## src/rtl/sss_pkg.sv

```systemverilog
package sss_pkg;

  localparam int WIN_BITS = 7;
  localparam int NSW      = 12;

  localparam logic [3:0] IX_TEXT    = 4'd0;
  localparam logic [3:0] IX_MIXED   = 4'd1;
  localparam logic [3:0] IX_PAGE2   = 4'd2;
  localparam logic [3:0] IX_HIRES   = 4'd3;
  localparam logic [3:0] IX_STORE80 = 4'd4;
  localparam logic [3:0] IX_AUXWR   = 4'd5;
  localparam logic [3:0] IX_AUXZP   = 4'd6;
  localparam logic [3:0] IX_COL80   = 4'd7;
  localparam logic [3:0] IX_ALTCHR  = 4'd8;
  localparam logic [3:0] IX_DLORES  = 4'd9;
  localparam logic [3:0] IX_IODIS   = 4'd10;
  localparam logic [3:0] IX_MONO    = 4'd11;

  // gating class of a paired switch
  typedef enum logic [1:0] {
    ACC_ANY,         // any access, no class needed
    ACC_ANY_EITHER,  // any access, either class flag
    ACC_WR_EITHER,   // write only, either class flag
    ACC_WR_ENH       // write only, enhanced class flag
  } acc_e;

  typedef struct packed {
    logic [WIN_BITS-1:0] base;      // even offset of the pair
    logic [3:0]          idx;       // switch bit index
    acc_e                cls;
    logic                odd_sets;  // 1: odd offset sets, 0: even offset sets
  } pair_t;

  localparam int NPAIR = 11;

  localparam pair_t PAIR_TBL [NPAIR] = '{
    '{7'h50, IX_TEXT,    ACC_ANY,        1'b1},
    '{7'h52, IX_MIXED,   ACC_ANY,        1'b1},
    '{7'h54, IX_PAGE2,   ACC_ANY,        1'b1},
    '{7'h56, IX_HIRES,   ACC_ANY,        1'b1},
    '{7'h00, IX_STORE80, ACC_WR_EITHER,  1'b1},
    '{7'h04, IX_AUXWR,   ACC_WR_EITHER,  1'b1},
    '{7'h08, IX_AUXZP,   ACC_WR_EITHER,  1'b1},
    '{7'h0C, IX_COL80,   ACC_WR_EITHER,  1'b1},
    '{7'h0E, IX_ALTCHR,  ACC_WR_EITHER,  1'b1},
    '{7'h5E, IX_DLORES,  ACC_ANY_EITHER, 1'b0},
    '{7'h7E, IX_IODIS,   ACC_WR_ENH,     1'b0}
  };

  localparam logic [WIN_BITS-1:0] OFF_MONO   = 7'h21;
  localparam logic [WIN_BITS-1:0] OFF_TBCOL  = 7'h22;
  localparam logic [WIN_BITS-1:0] OFF_NVID   = 7'h29;
  localparam logic [WIN_BITS-1:0] OFF_BORDER = 7'h34;
  localparam logic [WIN_BITS-1:0] OFF_SHADOW = 7'h35;

  typedef struct packed {
    logic [NSW-1:0] set;
    logic [NSW-1:0] clr;
    logic           ld_tb;
    logic           ld_bd;
    logic           ld_nvid;
    logic           ld_shad;
  } cmd_t;

endpackage

```

## src/rtl/sss_decode.sv

```systemverilog
module sss_decode
  import sss_pkg::*;
#(
  parameter int                ADDR_W  = 16,
  parameter logic [ADDR_W-1:0] IO_BASE = 16'hC000
) (
  input  logic              stb,
  input  logic [ADDR_W-1:0] addr,
  input  logic              rw,
  input  logic              enh,
  input  logic              ext,
  input  logic              data7,
  output cmd_t              cmd
);

  localparam int HI_W = ADDR_W - WIN_BITS;
  localparam logic [HI_W-1:0] WTAG = IO_BASE[ADDR_W-1:WIN_BITS];

  logic                hit;
  logic                wr;
  logic                either;
  logic [WIN_BITS-1:0] off;

  assign hit    = stb && (addr[ADDR_W-1:WIN_BITS] == WTAG);
  assign wr     = !rw;
  assign either = enh | ext;
  assign off    = addr[WIN_BITS-1:0];

  function automatic logic gate_ok(acc_e c, logic w, logic e, logic n);
    case (c)
      ACC_ANY:        gate_ok = 1'b1;
      ACC_ANY_EITHER: gate_ok = e;
      ACC_WR_EITHER:  gate_ok = w && e;
      default:        gate_ok = w && n;
    endcase
  endfunction

  always_comb begin
    cmd = '0;
    for (int i = 0; i < NPAIR; i++) begin
      if (hit && off[WIN_BITS-1:1] == PAIR_TBL[i].base[WIN_BITS-1:1]
          && gate_ok(PAIR_TBL[i].cls, wr, either, enh)) begin
        if (off[0] == PAIR_TBL[i].odd_sets) cmd.set[PAIR_TBL[i].idx] = 1'b1;
        else                                cmd.clr[PAIR_TBL[i].idx] = 1'b1;
      end
    end
    if (hit && wr && either && off == OFF_MONO) begin
      if (data7) cmd.set[IX_MONO] = 1'b1;
      else       cmd.clr[IX_MONO] = 1'b1;
    end
    cmd.ld_tb   = hit && wr && ext && (off == OFF_TBCOL);
    cmd.ld_bd   = hit && wr && ext && (off == OFF_BORDER);
    cmd.ld_nvid = hit && wr && ext && (off == OFF_NVID);
    cmd.ld_shad = hit && wr && ext && (off == OFF_SHADOW);
  end

endmodule

```

## src/rtl/sss_swreg.sv

```systemverilog
module sss_swreg #(
  parameter int N = 12
) (
  input  logic         clk,
  input  logic         rst,
  input  logic [N-1:0] set_i,
  input  logic [N-1:0] clr_i,
  output logic [N-1:0] q
);

  for (genvar b = 0; b < N; b++) begin : g_bit
    always_ff @(posedge clk) begin
      if (rst)           q[b] <= 1'b0;
      else if (set_i[b]) q[b] <= 1'b1;
      else if (clr_i[b]) q[b] <= 1'b0;
    end
  end


  set_clr_excl_chk: assert property (@(posedge clk) disable iff (rst)
    (set_i & clr_i) == '0);


  reset_clear_chk: assert property (@(posedge clk) rst |=> (q == '0));

endmodule

```

## src/rtl/sss_fieldreg.sv

```systemverilog
module sss_fieldreg #(
  parameter int W = 8
) (
  input  logic         clk,
  input  logic         rst,
  input  logic         ld,
  input  logic [W-1:0] d,
  output logic [W-1:0] q
);

  always_ff @(posedge clk) begin
    if (rst)     q <= '0;
    else if (ld) q <= d;
  end


  hold_unless_load_chk: assert property (@(posedge clk) disable iff (rst)
    !ld |=> $stable(q));

endmodule

```

## src/rtl/sswitch_shadow.sv

```systemverilog
module sswitch_shadow
  import sss_pkg::*;
#(
  parameter int                ADDR_W   = 16,
  parameter int                DATA_W   = 8,
  parameter logic [ADDR_W-1:0] IO_BASE  = 16'hC000,
  parameter int                NVID_W   = 8,
  parameter int                SHAD_W   = 7,
  parameter int                BORDER_W = 4
) (
  input  logic                clk,
  input  logic                rst,
  input  logic                bus_stb,
  input  logic [ADDR_W-1:0]   bus_addr,
  input  logic [DATA_W-1:0]   bus_data,
  input  logic                bus_rw,
  input  logic                cls_enh,
  input  logic                cls_ext,
  output logic                text_mode,
  output logic                mixed_mode,
  output logic                page2_sel,
  output logic                hires_mode,
  output logic                store80,
  output logic                aux_wr,
  output logic                aux_zp,
  output logic                col80,
  output logic                alt_charset,
  output logic                dbl_lores,
  output logic                io_disable,
  output logic                mono_mode,
  output logic [NVID_W-1:0]   nvid_ctl,
  output logic [SHAD_W-1:0]   shadow_ctl,
  output logic [DATA_W-1:0]   tb_colour,
  output logic [BORDER_W-1:0] border_colour
);

  localparam int HI_W = ADDR_W - WIN_BITS;
  localparam logic [HI_W-1:0] WTAG = IO_BASE[ADDR_W-1:WIN_BITS];
  localparam int OBS_W = NSW + NVID_W + SHAD_W + DATA_W + BORDER_W;

  cmd_t           cmd;
  logic [NSW-1:0] sw_q;

  sss_decode #(
    .ADDR_W (ADDR_W),
    .IO_BASE(IO_BASE)
  ) u_decode (
    .stb  (bus_stb),
    .addr (bus_addr),
    .rw   (bus_rw),
    .enh  (cls_enh),
    .ext  (cls_ext),
    .data7(bus_data[DATA_W-1]),
    .cmd  (cmd)
  );

  sss_swreg #(.N(NSW)) u_swreg (
    .clk  (clk),
    .rst  (rst),
    .set_i(cmd.set),
    .clr_i(cmd.clr),
    .q    (sw_q)
  );

  sss_fieldreg #(.W(NVID_W)) u_nvid (
    .clk(clk), .rst(rst), .ld(cmd.ld_nvid),
    .d(bus_data[NVID_W-1:0]), .q(nvid_ctl)
  );

  sss_fieldreg #(.W(SHAD_W)) u_shad (
    .clk(clk), .rst(rst), .ld(cmd.ld_shad),
    .d(bus_data[SHAD_W-1:0]), .q(shadow_ctl)
  );

  sss_fieldreg #(.W(DATA_W)) u_tbcol (
    .clk(clk), .rst(rst), .ld(cmd.ld_tb),
    .d(bus_data), .q(tb_colour)
  );

  sss_fieldreg #(.W(BORDER_W)) u_border (
    .clk(clk), .rst(rst), .ld(cmd.ld_bd),
    .d(bus_data[BORDER_W-1:0]), .q(border_colour)
  );

  assign text_mode   = sw_q[IX_TEXT];
  assign mixed_mode  = sw_q[IX_MIXED];
  assign page2_sel   = sw_q[IX_PAGE2];
  assign hires_mode  = sw_q[IX_HIRES];
  assign store80     = sw_q[IX_STORE80];
  assign aux_wr      = sw_q[IX_AUXWR];
  assign aux_zp      = sw_q[IX_AUXZP];
  assign col80       = sw_q[IX_COL80];
  assign alt_charset = sw_q[IX_ALTCHR];
  assign dbl_lores   = sw_q[IX_DLORES];
  assign io_disable  = sw_q[IX_IODIS];
  assign mono_mode   = sw_q[IX_MONO];

  logic [OBS_W-1:0] obs_all;
  assign obs_all = {sw_q, nvid_ctl, shadow_ctl, tb_colour, border_colour};


  outside_window_chk: assert property (@(posedge clk) disable iff (rst)
    (bus_stb && bus_addr[ADDR_W-1:WIN_BITS] != WTAG) |=> $stable(obs_all));


  idle_hold_chk: assert property (@(posedge clk) disable iff (rst)
    !bus_stb |=> $stable(obs_all));


  text_set_lat_chk: assert property (@(posedge clk) disable iff (rst)
    (bus_stb && bus_addr == {WTAG, 7'h51}) |=> text_mode);


  wr_only_pairs_chk: assert property (@(posedge clk) disable iff (rst)
    (bus_stb && bus_rw) |=> $stable({store80, aux_wr, aux_zp, col80, alt_charset}));


  iodis_gate_chk: assert property (@(posedge clk) disable iff (rst)
    (!cls_enh || bus_rw || !bus_stb) |=> !$rose(io_disable));


  colour_gate_chk: assert property (@(posedge clk) disable iff (rst)
    !(bus_stb && !bus_rw && cls_ext) |=> $stable({tb_colour, border_colour}));

endmodule

```

## config.mk

```make
export PLATFORM = sky130hd
export DESIGN_NAME = sswitch_shadow
export DESIGN_NICKNAME = d
export VERILOG_FILES = /design/src/rtl/sss_pkg.sv /design/src/rtl/sss_decode.sv /design/src/rtl/sss_swreg.sv /design/src/rtl/sss_fieldreg.sv /design/src/rtl/sswitch_shadow.sv
export SDC_FILE = /design/constraint.sdc
export NUM_CORES = 1
export LEC_CHECK = 0
export ABC_CLOCK_PERIOD_IN_PS = 1600
export BUFFER_PORTS_ARGS = -buffer_cell sky130_fd_sc_hd__buf_4
export CAP_MARGIN = 20
export CORE_MARGIN = 2
export CORE_UTILIZATION = 44
export CTS_CLUSTER_DIAMETER = 60
export DETAILED_ROUTE_END_ITERATION = 12
export HOLD_SLACK_MARGIN = 0.02
export MAX_ROUTING_LAYER = met4
export PLACE_DENSITY = 0.77
export SYNTH_ARGS = -nofsm -noshare
export SYNTH_HDL_FRONTEND = slang
export SYNTH_SLANG_ARGS = --single-unit
```

## constraint.sdc

```tcl
create_clock -name clk -period 1.6 [get_ports clk]
set_input_delay 0.24 -clock clk [delete_from_list [all_inputs] [get_ports clk]]
set_output_delay 0.24 -clock clk [all_outputs]
set_load 0.05 [all_outputs]
```

* Word-level counts from Yosys, hierarchy flattened
Cells that the tools add are included.
Storage, ports and cells: register bits after elaboration 39, bits of input ports 30, output and inout bits 39, logic and storage cells 128
Cells by class: equality and inequality tests 16, mux-type cells 52, bitwise logic cells 1, reductions and logical operators 43
Operator list (count):
- $mux 1 | 52
- $eq 6x6->1 const B | 6
- $eq 7x6->1 const B | 5
- $logic_and 1x1->1 | 29
- $reduce_bool 2->1 | 12
- $eq 6x3->1 const B | 3
- $eq 9x9->1 const B | 1
- $eq 6x2->1 const B | 1
- $logic_not 6->1 | 1
- $logic_not 1->1 | 1
- $or 1x1->1 | 1

* Depth between registers and ports, before layout
word-level depth 8, gate-level depth with buffers 6, mapped depth without buffers 4

* By module
Synthesis repeated with hierarchy kept, for this count alone.
Second synthesis, totals: cell total of the unflattened synthesis 207, area total of the unflattened synthesis 1849.3 um2
By module, submodules not included:
- sss_fieldreg at u_nvid ... | instances 2, cells each 26, area an instance 285.3 um2, sequential area each 160.2 um2
- sss_swreg | instances 1, cells each 49, area an instance 469.2 um2, sequential area each 240.2 um2
- sss_decode | instances 1, cells each 71, area an instance 421.7 um2, sequential area each 0.0 um2
- sss_fieldreg at u_shad | instances 1, cells each 22, area an instance 247.7 um2, sequential area each 140.1 um2
- sss_fieldreg at u_border | instances 1, cells each 13, area an instance 140.1 um2, sequential area each 80.1 um2

* Worst setup path after synthesis
OpenSTA, ideal clock, no wires.
path type input port to flip-flop, from input bus_addr[8], to register u_nvid.q[4], library setup time 0.072 ns, arrival 1.417 ns, required time 1.528 ns, slack 0.112 ns, stages on the path 6, buffers on the path 2, cell sequence nor4_4 -> and4_2 -> buf_4 -> and4_1 -> buf_4 -> mux2i_1
Between the ends: word-level cells in the longest chain between the ends 5
Ends and longest elaborated chain:
- start, declared | line sswitch_shadow.sv:14 | input logic [ADDR_W-1:0] bus_addr,
- $eq 9x9->1 | line sss_decode.sv:24 | assign hit = stb && (addr[ADDR_W-1:WIN_BITS] == WTAG);
- $logic_and 1x1->1 | line sss_decode.sv:24
- $logic_and 1x1->1 (3 in series) | line sss_decode.sv:53 | cmd.ld_nvid = hit && wr && ext && (off == OFF_NVID);
- end signal, assigned | line sss_fieldreg.sv:12 | if (rst) q <= '0;
- end signal, assigned | line sss_fieldreg.sv:13 | else if (ld) q <= d;
- end, declared | line sss_fieldreg.sv:8 | output logic [W-1:0] q
Every way passes these cells. A chain may end at the register's enable or synchronous reset.

* Worst setup path after layout
Ends and elaborated chain as after synthesis.

==> impl_results.md <==
- # setup viols final: 0
- DR vias: 1558
- Worst R2R Setup Slack: 0.99 ns
- Minimum clock period: 1.41 ns
- Unrepaired setup endpoints after global routing: false
- Req. time, crit path: 1.81 ns
- Residual DRC: 0
- Wire per inst: 13.4 um
- Largest net degree at the start of global routing: 50
- Pre-Repair DR Iteration Count: 7
- Setup crit end kind: flip-flop
- Net Count, Synth: 215
- Main synth FF type: dfxtp_1
- Max Fclk: 0.711 GHz
- Max cap viols: 0
- WHS Endpoint: u_shad.q[4]
- Int Power: 1.68 mW
- Worst EP arrival: 1.62 ns
- Ys Warns: 0
- H-tree levels: 2
- Clk pwr share: 46.2%
- Final period util: 87.9%
- TritonCTS clock tree: yes
- Cts repair resizes: 0
- Reg2Reg Depth: 2
- Placer congestion estimate: 0.857
- Remaining global-route overflow: 0
- CTS clk-pin slew, worst paths: 0.07 ns
- Root Driver: clkbuf_8
- Yosys cell types: 36
- Ports: 69
- Hold crit path type: in2reg
- Worst skew pair latency: 0.29 ns
- Final std cells w/o fill: 308
- Slew at the pin closest to its max-slew limit: 0.370 ns
- TritonCTS Buffers: 5
- Rows: 23
- Number of global-route vias before repair: 1464
- Nets: 287
- Starting density of the core: 45.9%
- Logic pwr share: 7.5%
- Vias per cell: 5.06
- ANT cells: 0
- Fraction of registers with async set/reset: 0%
- Worst-path maximum fanout: 5
- # hold bufs at CTS: 0
- Initial antenna violation count: 0
- Max Root-Sink Buffers: 2
- Flop pwr share: 46.4%
- Slew Limit Fails: 0
- Hold Slack: 0.261 ns
- Reg2reg end: u_nvid.q[3]
- Mean post-synth cell area: 9.91 um^2
- DP Cell Count: 300
- Area delta synth->final: 38.4%
- Clock skew: 0 ns
- Post-synthesis instance area: 0.00183 mm^2
- Iteration-0 DRC Markers: 109
- Full die area: 0.00470 mm^2
- PwrDens: 824 mW/mm^2
- Crit path launch type: input port
- Crit Path Class: in2reg
- CTS sink cnt: 39
- Wirelength, routed: 4.14 mm
- DIE HEIGHT: 68.6 um
- Hold Violations, Final: 0
- Post-synthesis sequential area ratio: 42.6%
- Number of flops mapped to enable cells by yosys: 0
- Switching power of the nets: 415 uW
- DIE WIDTH: 68.6 um
- Post-Syn Instances: 185
- Worst slew margin: 75.4%
- Share of layout cells above drive strength 1: 35.7%
- GRT Resource Usage Total: 19.2%
- Run status: complete, no violations
- Switching Fraction: 19.9%
- Leak: 1.20 nW
- Commonest non-fill, non-tap cells in the layout: buf_4 (76), nand2b_1 (43), dfxtp_1 (39)
- Commonest non-fill, non-tap cell in the layout: buf_4
- Max IR drop VDD: 0.517 mV
- Port Buffers: 68
- Hold Path Cell Cnt: 3
- First-pass GRT wire length: 6.51 mm
- Post-CTS Setup Bufs: 0
- DRT antenna net count: 0
- Core outline area: 0.00400 mm^2
- Detailed placement HPWL: 3.02 mm
- Hold Path Origin: bus_data[4]
- R2r startpoint: u_nvid.q[3]
- Seq cells post-synth: 39
- Post-layout util: 63.5%
worst max-delay path by stage:
stage	from	endpoint	cells after the start
6_report	bus_addr[8]	u_nvid.q[4]	5
5_1_grt	bus_addr[8]	u_nvid.q[7]	5
4_1_cts	bus_addr[8]	u_nvid.q[4]	5
3_5_place_dp	bus_addr[8]	u_nvid.q[4]	5
3_3_place_gp	bus_addr[8]	u_shad.q[3]	6
2_1_floorplan	bus_addr[8]	u_nvid.q[4]	6
stage by stage:
stage | cell area, um^2 | setup TNS, ns | power [mW] | setup WS (ns)
after floorplan | 1830 | 0 | 1.06 | 0.112
after global placement | 2410 | -0.885 | 1.15 | -0.0658
after detailed placement | 2410 | -1.10 | 1.15 | -0.0872
after CTS | 2540 | 0 | 2.12 | 0.186
after global routing | 2540 | 0 | 2.16 | 0.134
final | 2540 | 0 | 2.09 | 0.194
cells in the mapped netlist (3+ instances only):
master    number  area, um^2
nor2b_1        3        18.8
dfxtp_1       39         781
nand2b_1      43         269
o21ai_0        3        15.0
a21oi_1        5        25.0
clkbuf_1       6        22.5
buf_4          3        22.5
mux2i_1       34         340
nand3_1       10        50.1
nand4_1        3        18.8
nand2_1        5        18.8
critical path, cell delays in order:
cell     delay (ns)
buf_4          0.12
nor4_4         0.34
and4_2         0.35
and4_1         0.36
mux2i_1        0.22
sequential cells by signal, indices dropped and copies added, names as in the netlist:
name,flops
u_border.q,4
u_tbcol.q,8
u_nvid.q,8
u_swreg.q,12
u_shad.q,7
power groups by stage:
| stage | logic [mW] | registers [mW] | clock network (mW) |
|---|---|---|---|
| finish | 0.156 | 0.970 | 0.966 |
| global route | 0.171 | 0.969 | 1.02 |
| CTS | 0.155 | 0.969 | 0.992 |
| detailed placement | 0.155 | 0.992 | 0 |
| global placement | 0.155 | 0.992 | 0 |
| floorplan | 0.0701 | 0.992 | 0 |
cell type report:
type	instances	area, um^2
inverters	1	3.75
multi-input cells	134	988
well taps	50	62.6
clock buffers	6	72.6
repair buffers	76	571
flip-flops and latches	39	781
clock inverters	2	60.1
fillers	361	1460
cell families (layout without fill, tap and decap cells):
family	after synthesis	after routing	synth area share, %
compound gates	12	12	3.89
mux	34	34	18.6
simple gates	88	88	31.4
flops	39	39	42.6
buf+inv	12	85	3.55
routing by layer:
metal  part of all wire (%)  track usage (%)
met4                   0.94             5.25
met5                      0                -
met1                     45             23.3
met3                    7.5             4.87
met2                     46             31.6
(Power assumes the default switching activity.)
